### config.mk
export PLATFORM = sky130hd
export DESIGN_NAME = txo_order_queue
export DESIGN_NICKNAME = d
export VERILOG_FILES = /design/src/rtl/txo_pkg.sv /design/src/rtl/txo_elig.sv /design/src/rtl/txo_pick.sv /design/src/rtl/txo_order_queue.sv
export SDC_FILE = /design/constraint.sdc
export NUM_CORES = 1
export LEC_CHECK = 0
export ABC_AREA = 1
export BUFFER_PORTS_ARGS = -buffer_cell sky130_fd_sc_hd__buf_2
export CORE_MARGIN = 3
export CORE_UTILIZATION = 30
export DETAILED_ROUTE_END_ITERATION = 16
export PLACE_DENSITY = 0.43
export SKIP_LAST_GASP = 1
export SLEW_MARGIN = 5
export SYNTH_ARGS = -nofsm -noshare
export SYNTH_HDL_FRONTEND = slang
export SYNTH_SLANG_ARGS = --single-unit
### constraint.sdc
create_clock -name clk -period 2.8 [get_ports clk]
set_input_delay 0.28 -clock clk [delete_from_list [all_inputs] [get_ports clk]]
set_output_delay 0.28 -clock clk [all_outputs]
set_load 0.01 [all_outputs]
### src/rtl/txo_pkg.sv
package txo_pkg;

  localparam int TXO_CLS_W = 3;

  typedef enum logic [TXO_CLS_W-1:0] {
    TXC_PW    = 3'd0,
    TXC_RDREQ = 3'd1,
    TXC_WRREQ = 3'd2,
    TXC_RDCPL = 3'd3,
    TXC_WRCPL = 3'd4
  } txo_cls_e;

  // Whether a later transaction may be issued ahead of an earlier one.
  function automatic logic txo_may_pass(txo_cls_e later, txo_cls_e earlier,
                                        logic earlier_is_dhead);
    logic ok;
    case (earlier)
      TXC_PW:    ok = (later == TXC_WRCPL);
      TXC_RDREQ: ok = (later == TXC_PW) ? earlier_is_dhead : (later != TXC_RDCPL);
      TXC_WRREQ: ok = (later == TXC_PW) || (later == TXC_RDCPL) || (later == TXC_WRCPL);
      default:   ok = (later == TXC_PW) || (later == TXC_RDREQ) || (later == TXC_WRREQ);
    endcase
    return ok;
  endfunction

endpackage

### src/rtl/txo_elig.sv
module txo_elig
  import txo_pkg::*;
#(
  parameter int DEPTH = 8
) (
  input  logic [DEPTH-1:0]           vld,
  input  logic [DEPTH*TXO_CLS_W-1:0] cls_flat,
  output logic [DEPTH-1:0]           elig
);

  logic [DEPTH-1:0] is_dreq;
  logic [DEPTH-1:0] dhead;

  for (genvar j = 0; j < DEPTH; j++) begin : g_dreq
    txo_cls_e c;
    assign c = txo_cls_e'(cls_flat[j*TXO_CLS_W +: TXO_CLS_W]);
    assign is_dreq[j] = vld[j] && ((c == TXC_RDREQ) || (c == TXC_WRREQ));
  end

  // Oldest delayed request in the queue.
  always_comb begin
    logic seen;
    seen = 1'b0;
    for (int j = 0; j < DEPTH; j++) begin
      dhead[j] = is_dreq[j] && !seen;
      seen     = seen | is_dreq[j];
    end
  end

  for (genvar i = 0; i < DEPTH; i++) begin : g_row
    always_comb begin
      logic ok;
      ok = vld[i];
      for (int j = 0; j < i; j++) begin
        if (vld[j] && !txo_may_pass(txo_cls_e'(cls_flat[i*TXO_CLS_W +: TXO_CLS_W]),
                                    txo_cls_e'(cls_flat[j*TXO_CLS_W +: TXO_CLS_W]),
                                    dhead[j]))
          ok = 1'b0;
      end
      elig[i] = ok;
    end
  end

endmodule

### src/rtl/txo_pick.sv
module txo_pick #(
  parameter int W     = 8,
  parameter int IDX_W = 3
) (
  input  logic [W-1:0]     req,
  output logic             found,
  output logic [IDX_W-1:0] idx
);

  always_comb begin
    found = 1'b0;
    idx   = '0;
    for (int k = W - 1; k >= 0; k--) begin
      if (req[k]) begin
        found = 1'b1;
        idx   = IDX_W'(k);
      end
    end
  end

endmodule

### src/rtl/txo_order_queue.sv
module txo_order_queue
  import txo_pkg::*;
#(
  parameter int DEPTH = 8,
  parameter int TAG_W = 8
) (
  input  logic                         clk,
  input  logic                         rst_n,
  input  logic                         in_valid,
  input  logic [2:0]                   in_class,
  output logic                         in_ready,
  output logic                         full,
  output logic                         out_valid,
  output logic [2:0]                   out_class,
  output logic [$clog2(DEPTH)-1:0]     out_idx,
  output logic [TAG_W-1:0]             out_tag,
  input  logic                         out_ready,
  input  logic                         out_skip
);

  localparam int IDX_W = $clog2(DEPTH);
  localparam int CNT_W = $clog2(DEPTH + 1);

  logic [CNT_W-1:0]     cnt_q;
  logic [TXO_CLS_W-1:0] cls_q [DEPTH];
  logic [TAG_W-1:0]     tag_q [DEPTH];
  logic [DEPTH-1:0]     blk_q;
  logic [TAG_W-1:0]     tag_ctr_q;

  logic [DEPTH-1:0]           vld, elig, cand, sel_oh;
  logic [DEPTH*TXO_CLS_W-1:0] cls_flat;
  logic                       cand_found, others;
  logic [IDX_W-1:0]           cand_idx, sel_idx;
  logic                       acc_in, deq, skip;
  logic [CNT_W-1:0]           cnt_mid;

  for (genvar i = 0; i < DEPTH; i++) begin : g_view
    assign vld[i] = cnt_q > CNT_W'(i);
    assign cls_flat[i*TXO_CLS_W +: TXO_CLS_W] = cls_q[i];
  end

  txo_elig #(.DEPTH(DEPTH)) u_elig (
    .vld      (vld),
    .cls_flat (cls_flat),
    .elig     (elig)
  );

  assign cand = elig & ~blk_q;

  txo_pick #(.W(DEPTH), .IDX_W(IDX_W)) u_pick (
    .req   (cand),
    .found (cand_found),
    .idx   (cand_idx)
  );

  assign sel_idx = cand_found ? cand_idx : '0;
  assign sel_oh  = DEPTH'(1) << sel_idx;
  assign others  = |(cand & ~sel_oh);

  assign out_valid = (cnt_q != '0);
  assign in_ready  = (cnt_q != CNT_W'(DEPTH));
  assign full      = ~in_ready;
  assign out_idx   = sel_idx;
  assign out_class = cls_q[sel_idx];
  assign out_tag   = tag_q[sel_idx];

  assign acc_in  = in_valid && in_ready;
  assign deq     = out_valid && out_ready;
  assign skip    = out_valid && out_skip && !out_ready;
  assign cnt_mid = cnt_q - CNT_W'(deq);

  for (genvar i = 0; i < DEPTH; i++) begin : g_slot
    logic [TXO_CLS_W-1:0] up_cls;
    logic [TAG_W-1:0]     up_tag;

    if (i < DEPTH - 1) begin : g_up
      assign up_cls = cls_q[i+1];
      assign up_tag = tag_q[i+1];
    end else begin : g_top
      assign up_cls = cls_q[i];
      assign up_tag = tag_q[i];
    end

    always_ff @(posedge clk) begin
      if (!rst_n) begin
        cls_q[i] <= '0;
        tag_q[i] <= '0;
        blk_q[i] <= 1'b0;
      end else if (acc_in && (cnt_mid == CNT_W'(i))) begin
        cls_q[i] <= in_class;
        tag_q[i] <= tag_ctr_q;
        blk_q[i] <= 1'b0;
      end else begin
        if (deq && (IDX_W'(i) >= sel_idx)) begin
          cls_q[i] <= up_cls;
          tag_q[i] <= up_tag;
        end
        if (deq || (skip && !others))
          blk_q[i] <= 1'b0;
        else if (skip && sel_oh[i])
          blk_q[i] <= 1'b1;
      end
    end
  end

  always_ff @(posedge clk) begin
    if (!rst_n) begin
      cnt_q     <= '0;
      tag_ctr_q <= '0;
    end else begin
      cnt_q     <= cnt_mid + CNT_W'(acc_in);
      tag_ctr_q <= tag_ctr_q + TAG_W'(acc_in);
    end
  end

endmodule

# [After elaboration in Yosys (flattened, before gate mapping)]
# Memories as Yosys holds them, arrays and structs flattened.
# Index checks and enable logic that the tools add are counted.
[word_totals] ff_bits=20 memories=2 mem_bits_rw=88 latchBits=0 romBits=0
[classes] bitwise_logic=43 n_eq_ne=45 reduce_logical=161 shifts=1 add_sub_neg=3 magnitude_cmp=16 mux=190 multipliers=0 div=0
[mem_list] memory="tag_q" words=8 width=8 rd=8 rd_ports_with_merged_regs=0 write_ports=8 line_no="txo_order_queue.sv:26" rtl="logic [TAG_W-1:0] tag_q [DEPTH];"
[mem_list] memory="cls_q" words=8 width=3 rd=9 rd_ports_with_merged_regs=0 write_ports=8 line_no="txo_order_queue.sv:25" rtl="logic [TXO_CLS_W-1:0] cls_q [DEPTH];"
[op_table] operator="8-bit two-way mux" count=16
[op_table] operator="1-bit two-way mux" count=121
[op_table] operator="1-bit case mux with 3 select lines" count=28
[op_table] operator="3-bit two-way mux" count=25
[op_table] operator="1-bit logical AND" count=70
[op_table] operator="3-bit by 2-bit == test with 1-bit output, second input constant" count=15
[op_table] operator="1-bit bitwise OR" count=37
[op_table] operator="1-bit logical NOT" count=36
[op_table] operator="1-bit logical OR" count=36
[op_table] operator="3-bit by 1-bit == test with 1-bit output, second input constant" count=8
[op_table] operator="3-bit logical NOT" count=8
[op_table] operator="3-bit OR reduction" count=8
[op_table] operator="3-bit == test, second input constant" count=7
[op_table] operator="3-bit by 2-bit inequality test with 1-bit output, second input constant" count=7
[op_table] operator="8-bit bitwise AND" count=2
[op_table] operator="4-bit by 3-bit == test with 1-bit output, second input constant" count=4
[op_table] operator="4-bit by 3-bit > comparator with 1-bit output, second input constant" count=4
[op_table] operator="8-bit inverter" count=2
[op_table] operator="3-bit greater-or-equal comparator, first input constant" count=4
[op_table] operator="8-bit by 1-bit adder with 8-bit output" count=1
[op_table] operator="4-bit by 2-bit == test with 1-bit output, second input constant" count=2
[op_table] operator="4-bit by 1-bit > comparator with 1-bit output, second input constant" count=2
[op_table] operator="4-bit by 2-bit > comparator with 1-bit output, second input constant" count=2
[op_table] operator="8-bit OR reduction" count=1
[op_table] operator="other kinds (10)" count=13

# [Longest topological paths before layout]
# Gate-level depths: netlist of the first run.
[logic_depth] word_depth=33 ltp_mapped=28 depth_no_buf=27

# [Hierarchy]
# From an unflattened synthesis of the first run, not the netlist that was laid out.
[unflattened] hier_cells=1110 area_unflattened_um2=7856.3
[modules_own_cells] module="txo_order_queue" n_inst=1 cells_each=733 area_each_um2=6038.3
[modules_own_cells] module="txo_elig" n_inst=1 cells_each=355 area_each_um2=1719.1
[modules_own_cells] module="txo_pick" n_inst=1 cells_each=22 area_each_um2=98.8

# [Least setup slack after synthesis of the first run]
# No wires, ideal clock.
[synth_path] path_type="reg-to-reg" startpoint="register cnt_q[3]" endpoint="register blk_q[7]" arrival_ps=2998 stages_incl_launch_ff=14 slack_ps=-314 synth_period_minus_slack_ps=3114 n_path_buf=0 cell_sequence="dfxtp_1 nor2_4 nand2_4 inv_1 nor2_1 ha_1 inv_1 o31ai_1 o21ai_0 nor2_1 inv_1 o21ai_0 o21bai_1 nor2_2"
[synth_via] elab_cells_between_ends=208 classes_between="add/sub: 1; order compare: 8; eq/ne: 2; shift: 1; mux: 101; bitwise: 8; reduce/logical: 87"
[synth_rtl] element="start: declaration" line_no="txo_order_queue.sv:24" rtl="logic [CNT_W-1:0] cnt_q;"
[synth_rtl] element="start signal: assignment" line_no="txo_order_queue.sv:111" rtl="cnt_q <= cnt_mid + CNT_W'(acc_in);"
[synth_rtl] element="4-bit nonzero test (*)" line_no="txo_order_queue.sv:60" rtl="assign out_valid = (cnt_q != '0);"
[synth_rtl] element="net out_valid" line_no="txo_order_queue.sv:13" rtl="output logic out_valid,"
[synth_rtl] element="1-bit logical AND (on tied branches)" line_no="txo_order_queue.sv:68, txo_order_queue.sv:69"
[synth_rtl] element="4-bit by 1-bit subtractor with 4-bit output / 1-bit logical AND (equally long branches)" line_no="txo_order_queue.sv:70, txo_order_queue.sv:69"
[synth_rtl] element="4-bit by 3-bit == test with 1-bit output / 1-bit logical AND (equally long branches)" line_no="txo_order_queue.sv:89, txo_order_queue.sv:98"
[synth_rtl] element="1-bit logical AND / 1-bit logical OR (equally long branches)" line_no="txo_order_queue.sv:89, txo_order_queue.sv:98"
[synth_rtl] element="3-bit OR reduction (no line)"
[synth_rtl] element="end signal: indexed assignment" line_no="txo_order_queue.sv:88" rtl="blk_q[i] <= 1'b0;"
[synth_rtl] element="end signal: indexed assignment" line_no="txo_order_queue.sv:92" rtl="blk_q[i] <= 1'b0;"
[synth_rtl] element="end signal: indexed assignment" line_no="txo_order_queue.sv:99" rtl="blk_q[i] <= 1'b0;"
[synth_rtl] element="end: declaration" line_no="txo_order_queue.sv:27" rtl="logic [DEPTH-1:0] blk_q;"
# Mark *: on every way through the listed nets, which the timed path passes. The rest lies on a longest branch.
# A chain may end at the register's enable or synchronous reset.

==> results.cfg, run 1 <==
[route]
drc = 0
drtIter0Drc = 582
post_drt_wl_per_cell_um = 18.5
firstDrtPassIters = 5
antenna_left = 0
via_per_inst = 5.02
via_count = 7963
wl_um = 29300

[sta]
finalWorstSetupSlack_ns = -1.17
clock.fmax_ghz = 0.252
hold_viol_final = 0
holdWs_ns = 0.367
period_minus_slack_ns = 3.97
max-slew-margin-rel = 0.514
setup_viol = 176
post-route-period-util = 1.42
rsz0062_at_grt = true
worst_pin_slew_ns = 0.728
fin_skew_ns = 0.00951
slew_violations = 0

[global_route]
track_usage = 0.219
grt-ovfl-total = 0
antenna_found_initial = 0
grt_max_degree = 21
grt_pass1_wl_um = 43600
grt_pass1_vias = 7439

[power]
p_sw_mw = 6.06
combinationalPowerShare = 0.711
p_int_mw = 6.95
peakVddDrop_uv = 518
pwr_density_cell_mw_per_mm2 = 1200
p_leak_nw = 4.83
seqPwrFrac = 0.192
clkPwrFrac = 0.097
p_total_mw = 13.0
swShare = 0.466

[setup_path]
cp.required_ns = 2.52
rr_startpoint = cls_q[0][2]
worstSetupStartpointType = register
end_kind = output pin
crit_arrival_ns = 3.69
crit_type = register to output pin
cp-startpoint = cls_q[0][2]
path_max_fanout = 7

[synth]
synth-simple-area-share = 0.283
yosys_warnings = 0
ys_seq_area_frac = 0.417
synth_compound_area_frac = 0.171
synthCells = 978
yosysUniqueCellTypes = 47
synthXorXnorAreaFrac = 0.00240
syn_area_per_cell_um2 = 7.47
synth_fp_nets = 992
synth_top_family_by_area = simple AND/OR/NAND/NOR gates
synth_edf_count = 88
synthAdderAreaFrac = 0.0103
ys_async_sr_fraction = 0
synthMuxAreaShare = 0
netlist_area_mm2 = 0.00730
ys_ff_latch = 108
yosys_most_used_dff = edfxtp_1

[flow_run]
maxCapViolCount = 0

[floorplan]
ioPinCount = 25
die_area_mm2 = 0.0263
die_w_um = 162
coreArea_mm2 = 0.0237
chipHeight_um = 162
core.rowCount = 56
start_util = 0.308

[placement]
hpwl_um = 22600
gp_congestion = 0.954
dp_cells = 1526
placedInstanceArea_mm2 = 0.00964
numPortBuffers = 24

[hold_path]
hold_class = input port to register
worstHoldStart = rst_n

[layout]
area_growth_pct = 49.1
regArea_mm2 = 0.00305
nNetsFinal = 1275
final_cell_mix = buf_4 (238), nand2_1 (154), inv_1 (149)
drive_gt1_frac = 0.363
fill_cells = 2470
multi_input_area_mm2 = 0.00399
design_area_mm2 = 0.0109
num_antenna_cells = 0
instances_no_fill = 1585
final_common_cell = buf_4

[clocking]
htreeDepth = 3
worstSkewPairLatency_ns = 0.36
clock-root-buffer = clkbuf_16
clock_tree.buffer_depth = 2
cts_tree = done
numClockSinks = 108
cts_buffers = 9
clkTransAtPathRegs_ns = 0.08

[status]
violations = setup timing
status = finished, violations left
==> layer usage <==
metal,vias to the layer above,track usage,share of wire
met2,296,0.336,0.45
met3,40,0.0375,0.070
met4,0,0.0617,0.021
li1,3901,-,-
met5,-,0,0
met1,3726,0.318,0.46
==> power groups by stage <==
stage / registers, mW / clock network (mW) / logic (mW)
finish: 2.49 / 1.26 / 9.26
global route: 2.54 / 1.33 / 9.94
CTS: 2.48 / 1.29 / 8.61
detailed placement: 2.51 / 0 / 7.84
global placement: 2.50 / 0 / 7.90
floorplan: 2.46 / 0 / 3.96
==> final timing paths <==
kind                            slack [ns]  cells past startpoint            to
worst max-delay path                 -1.17                     27  out_class[2]
worst min-delay path                  0.37                      3      cnt_q[2]
worst max register to register       -0.83                     31      blk_q[6]
worst min register to register        0.51                      2  tag_ctr_q[6]
==> synth_stat cells (3+ instances only) <==
library cell  number  share of area
inv_1            165          0.085
edfxtp_1          88           0.36
buf_6              7          0.011
nand3_2            6         0.0082
o22ai_1           85          0.073
nand2_1          177          0.091
nand3_1           74          0.051
nor2_1           135          0.069
buf_4              5         0.0051
dfxtp_1           20          0.055
nor3_1            24          0.016
o21ai_0           35          0.024
o211ai_1          16          0.016
clkinv_1           3         0.0015
nand2_2            9         0.0077
inv_2              3         0.0015
o22ai_2            5         0.0086
clkbuf_1          16         0.0082
a22o_1             8         0.0096
nor2_2             9         0.0077
o21ai_1            5         0.0034
buf_2              4         0.0027
nand2_4            5         0.0077
ha_1               6          0.010
a21oi_1           32          0.022
nand4_1           10         0.0086
nor2_4             3         0.0046
==> final cells by class <==
cell class | instances | share of cell area
repair buffers | 299 | 0.229
inverters | 171 | 0.0610
clock buffers | 9 | 0.0207
flip-flops and latches | 108 | 0.280
clock inverters | 7 | 0.00552
well taps | 319 | 0.0367
multi-input cells | 672 | 0.367
==> critical path, stage by stage, from the launching register on <==
cell and delay [ns]:
edfxtp_1 0.48, nor2_2 0.19, nand2_2 0.12, nand2_4 0.12, nand2_8 0.09, nand4_1 0.14
buf_4 0.15, nand2_2 0.05, nand2_2 0.05, nand2_1 0.05, nor2_1 0.09, nor2_1 0.05
nand3_2 0.12, nand3_2 0.10, nand2_2 0.09, nand2_1 0.05, nand2_1 0.07, nand2_2 0.06
nand2_2 0.09, nand2_4 0.09, buf_12 0.15, nor2_8 0.13, buf_12 0.14, nand2_1 0.05
o211ai_1 0.14, nor2_1 0.14, nor2_2 0.15, buf_2 0.15
==> stage by stage <==
| step | setup TNS, ns | utilization | setup WS (ns) |
|---|---|---|---|
| 6_report | -108.31 | 0.460 | -1.17 |
| 5_1_grt | -132.78 | 0.460 | -1.34 |
| 4_1_cts | -92.10 | 0.440 | -1.03 |
| 3_5_place_dp | -109.55 | 0.407 | -0.846 |
| 3_3_place_gp | -119.74 | 0.407 | -0.954 |
| 2_1_floorplan | -0.372 | - | -0.0465 |
==> sequential cells by signal (all words and copies together), names as in the netlist <==
name       cells
tag_q         64
blk_q          8
cnt_q          4
tag_ctr_q      8
cls_q         24
==> cells by family (layout without fill, tap and decap cells) <==
group / after synthesis / after routing
AOI/OAI and AO/OA: 198 / 198
xor gates and xnor gates: 2 / 2
adders and majority gates: 6 / 6
buffers and inverters: 204 / 486
DFF: 108 / 108
and+or+nand+nor: 460 / 466
==> what timing repair did <==
action | CTS | global route
pin swaps | 31 | 41
resized for setup | 78 | 69
endpoints found under the setup margin | 187 | 198
hold buffers | 0 | 0
buffers inserted | 15 | 23
cloned | 5 | 4
(Power assumes the default switching activity.)
==> inputs of run 2 (changes only) <==
--- a/config.mk
+++ b/config.mk
@@ -6,11 +6,10 @@
 export NUM_CORES = 1
 export LEC_CHECK = 0
 export ABC_AREA = 1
-export BUFFER_PORTS_ARGS = -buffer_cell sky130_fd_sc_hd__buf_2
 export CORE_MARGIN = 3
-export CORE_UTILIZATION = 30
+export CORE_UTILIZATION = 29
 export DETAILED_ROUTE_END_ITERATION = 16
-export PLACE_DENSITY = 0.43
+export DONT_BUFFER_PORTS = 1
 export SKIP_LAST_GASP = 1
 export SLEW_MARGIN = 5
 export SYNTH_ARGS = -nofsm -noshare
==> results.cfg, run 2 (synthesis gave the netlist of run 1 again) <==
[status]
status = finished, violations left
violations = setup timing

[power]
seqPwrFrac = 0.203
peakVddDrop_uv = 685
p_int_mw = 6.66
clkPwrFrac = 0.108
p_total_mw = 12.3
swShare = 0.461
combinationalPowerShare = 0.689
p_sw_mw = 5.69
pwr_density_cell_mw_per_mm2 = 1170
p_leak_nw = 4.67

[floorplan]
ioPinCount = 25
die_w_um = 165
die_area_mm2 = 0.0271
start_util = 0.298
chipHeight_um = 165
core.rowCount = 57
coreArea_mm2 = 0.0245

[global_route]
antenna_found_initial = 0
grt_pass1_wl_um = 41400
grt_max_degree = 24
track_usage = 0.199
grt-ovfl-total = 0
grt_pass1_vias = 7763

[layout]
area_growth_pct = 44.5
drive_gt1_frac = 0.360
design_area_mm2 = 0.0106
regMostFlops = tag_q
nNetsFinal = 1248
largest_reg_flops = 64
largestRegisters = tag_q x64, cls_q x24
final_cell_mix = buf_4 (255), nand2_1 (150), inv_1 (145)
num_antenna_cells = 0
final_common_cell = buf_4
instances_no_fill = 1563
fill_cells = 2430

[setup_path]
crit_arrival_ns = 3.33
cp.required_ns = 2.52
path_max_fanout = 8
path_delay_family = simple AND/OR/NAND/NOR gates
path_buf_inv = 4
crit_type = register to output pin
worstSetupStartpointType = register
end_kind = output pin
rrSetupSlack_ns = -0.47
slowest_stage = dfxtp_4
crit_top_cell = nand2_1
max_stage_delay_ns = 0.36

[sta]
slew_violations = 0
worst_pin_slew_ns = 0.471
max-slew-margin-rel = 0.685
clock.fmax_ghz = 0.277
finalWorstSetupSlack_ns = -0.815
fin_skew_ns = 0.00861
rsz0062_at_grt = true
hold_viol_final = 0
period_minus_slack_ns = 3.61
setup_viol = 187
holdWs_ns = 0.0229
post-route-period-util = 1.29

[clocking]
cts_buffers = 9
cts_tree = done
clkTransAtPathRegs_ns = 0.07
worstSkewPairLatency_ns = 0.36
hold_buffers = 0
clock-root-buffer = clkbuf_16
clock_tree.buffer_depth = 2
numClockSinks = 108
htreeDepth = 3

[placement]
hpwl_um = 21100
dp_slack_ns = -0.546
dp_cells = 1509
gp_congestion = 0.993
numPortBuffers = 0
placedInstanceArea_mm2 = 0.00948

[route]
antenna_left = 0
via_per_inst = 5.07
firstDrtPassIters = 7
drc = 0
wl_um = 27000
drtIter0Drc = 853
via_count = 7926
post_drt_wl_per_cell_um = 17.3

[hold_path]
hold_class = input port to register

[flow_run]
maxCapViolCount = 0
[run 2: changes by cell type in the layout (fill, tap and decap cells not counted), sizes merged]
cell,delta
clkbuf,+3
buf,-22
nand2,-5
clkinv,-3
[run 2: area by class of cell]
class                   instances  area (µm²)  share of cell area
inverters                     171         647              0.0613
clock inverters                 4        37.5             0.00356
well taps                     324         405              0.0384
clock buffers                  12         279              0.0264
flip-flops and latches        108        3050               0.289
repair buffers                277        2260               0.214
multi-input cells             667        3870               0.367
[run 2: metrics by stage]
| stage | utilization | setup TNS, ns |
|---|---|---|
| finish | 0.430 | -69.36 |
| global route | 0.430 | -105.82 |
| CTS | 0.417 | -66.77 |
| detailed placement | 0.386 | -73.98 |
| global placement | 0.386 | -70.08 |
| floorplan | - | -0.372 |
[run 2: repair_timing]
action,in CTS,in global routing
buffers inserted,23,12
cloned,2,1
pin swaps,19,23
gates resized for setup,66,60
setup endpoints to repair,192,198
[run 2: power by group through the flow]
stage	clock, mW	sequential [mW]	combinational, mW
6_report	1.33	2.50	8.51
5_1_grt	1.42	2.55	9.13
4_1_cts	1.35	2.48	7.92
3_5_place_dp	0	2.51	7.29
3_3_place_gp	0	2.49	7.27
2_1_floorplan	0	2.46	3.96
[run 2: path summary, 6_finish.rpt]
check | start | end | depth (start not counted)
max | cnt_q[2] | out_class[0] | 25
min | rst_n | tag_ctr_q[1] | 2
max reg2reg | cls_q[3][0] | cls_q[0][2] | 24
min reg2reg | tag_ctr_q[5] | tag_ctr_q[6] | 2
[run 2: per-layer routing]
layer,global-route usage,up-vias,wire length [µm]
li1,-,3828,-
met1,0.252,3753,11400
met2,0.336,303,12700
met3,0.0474,42,2260
met4,0.0606,0,584
met5,0,-,0
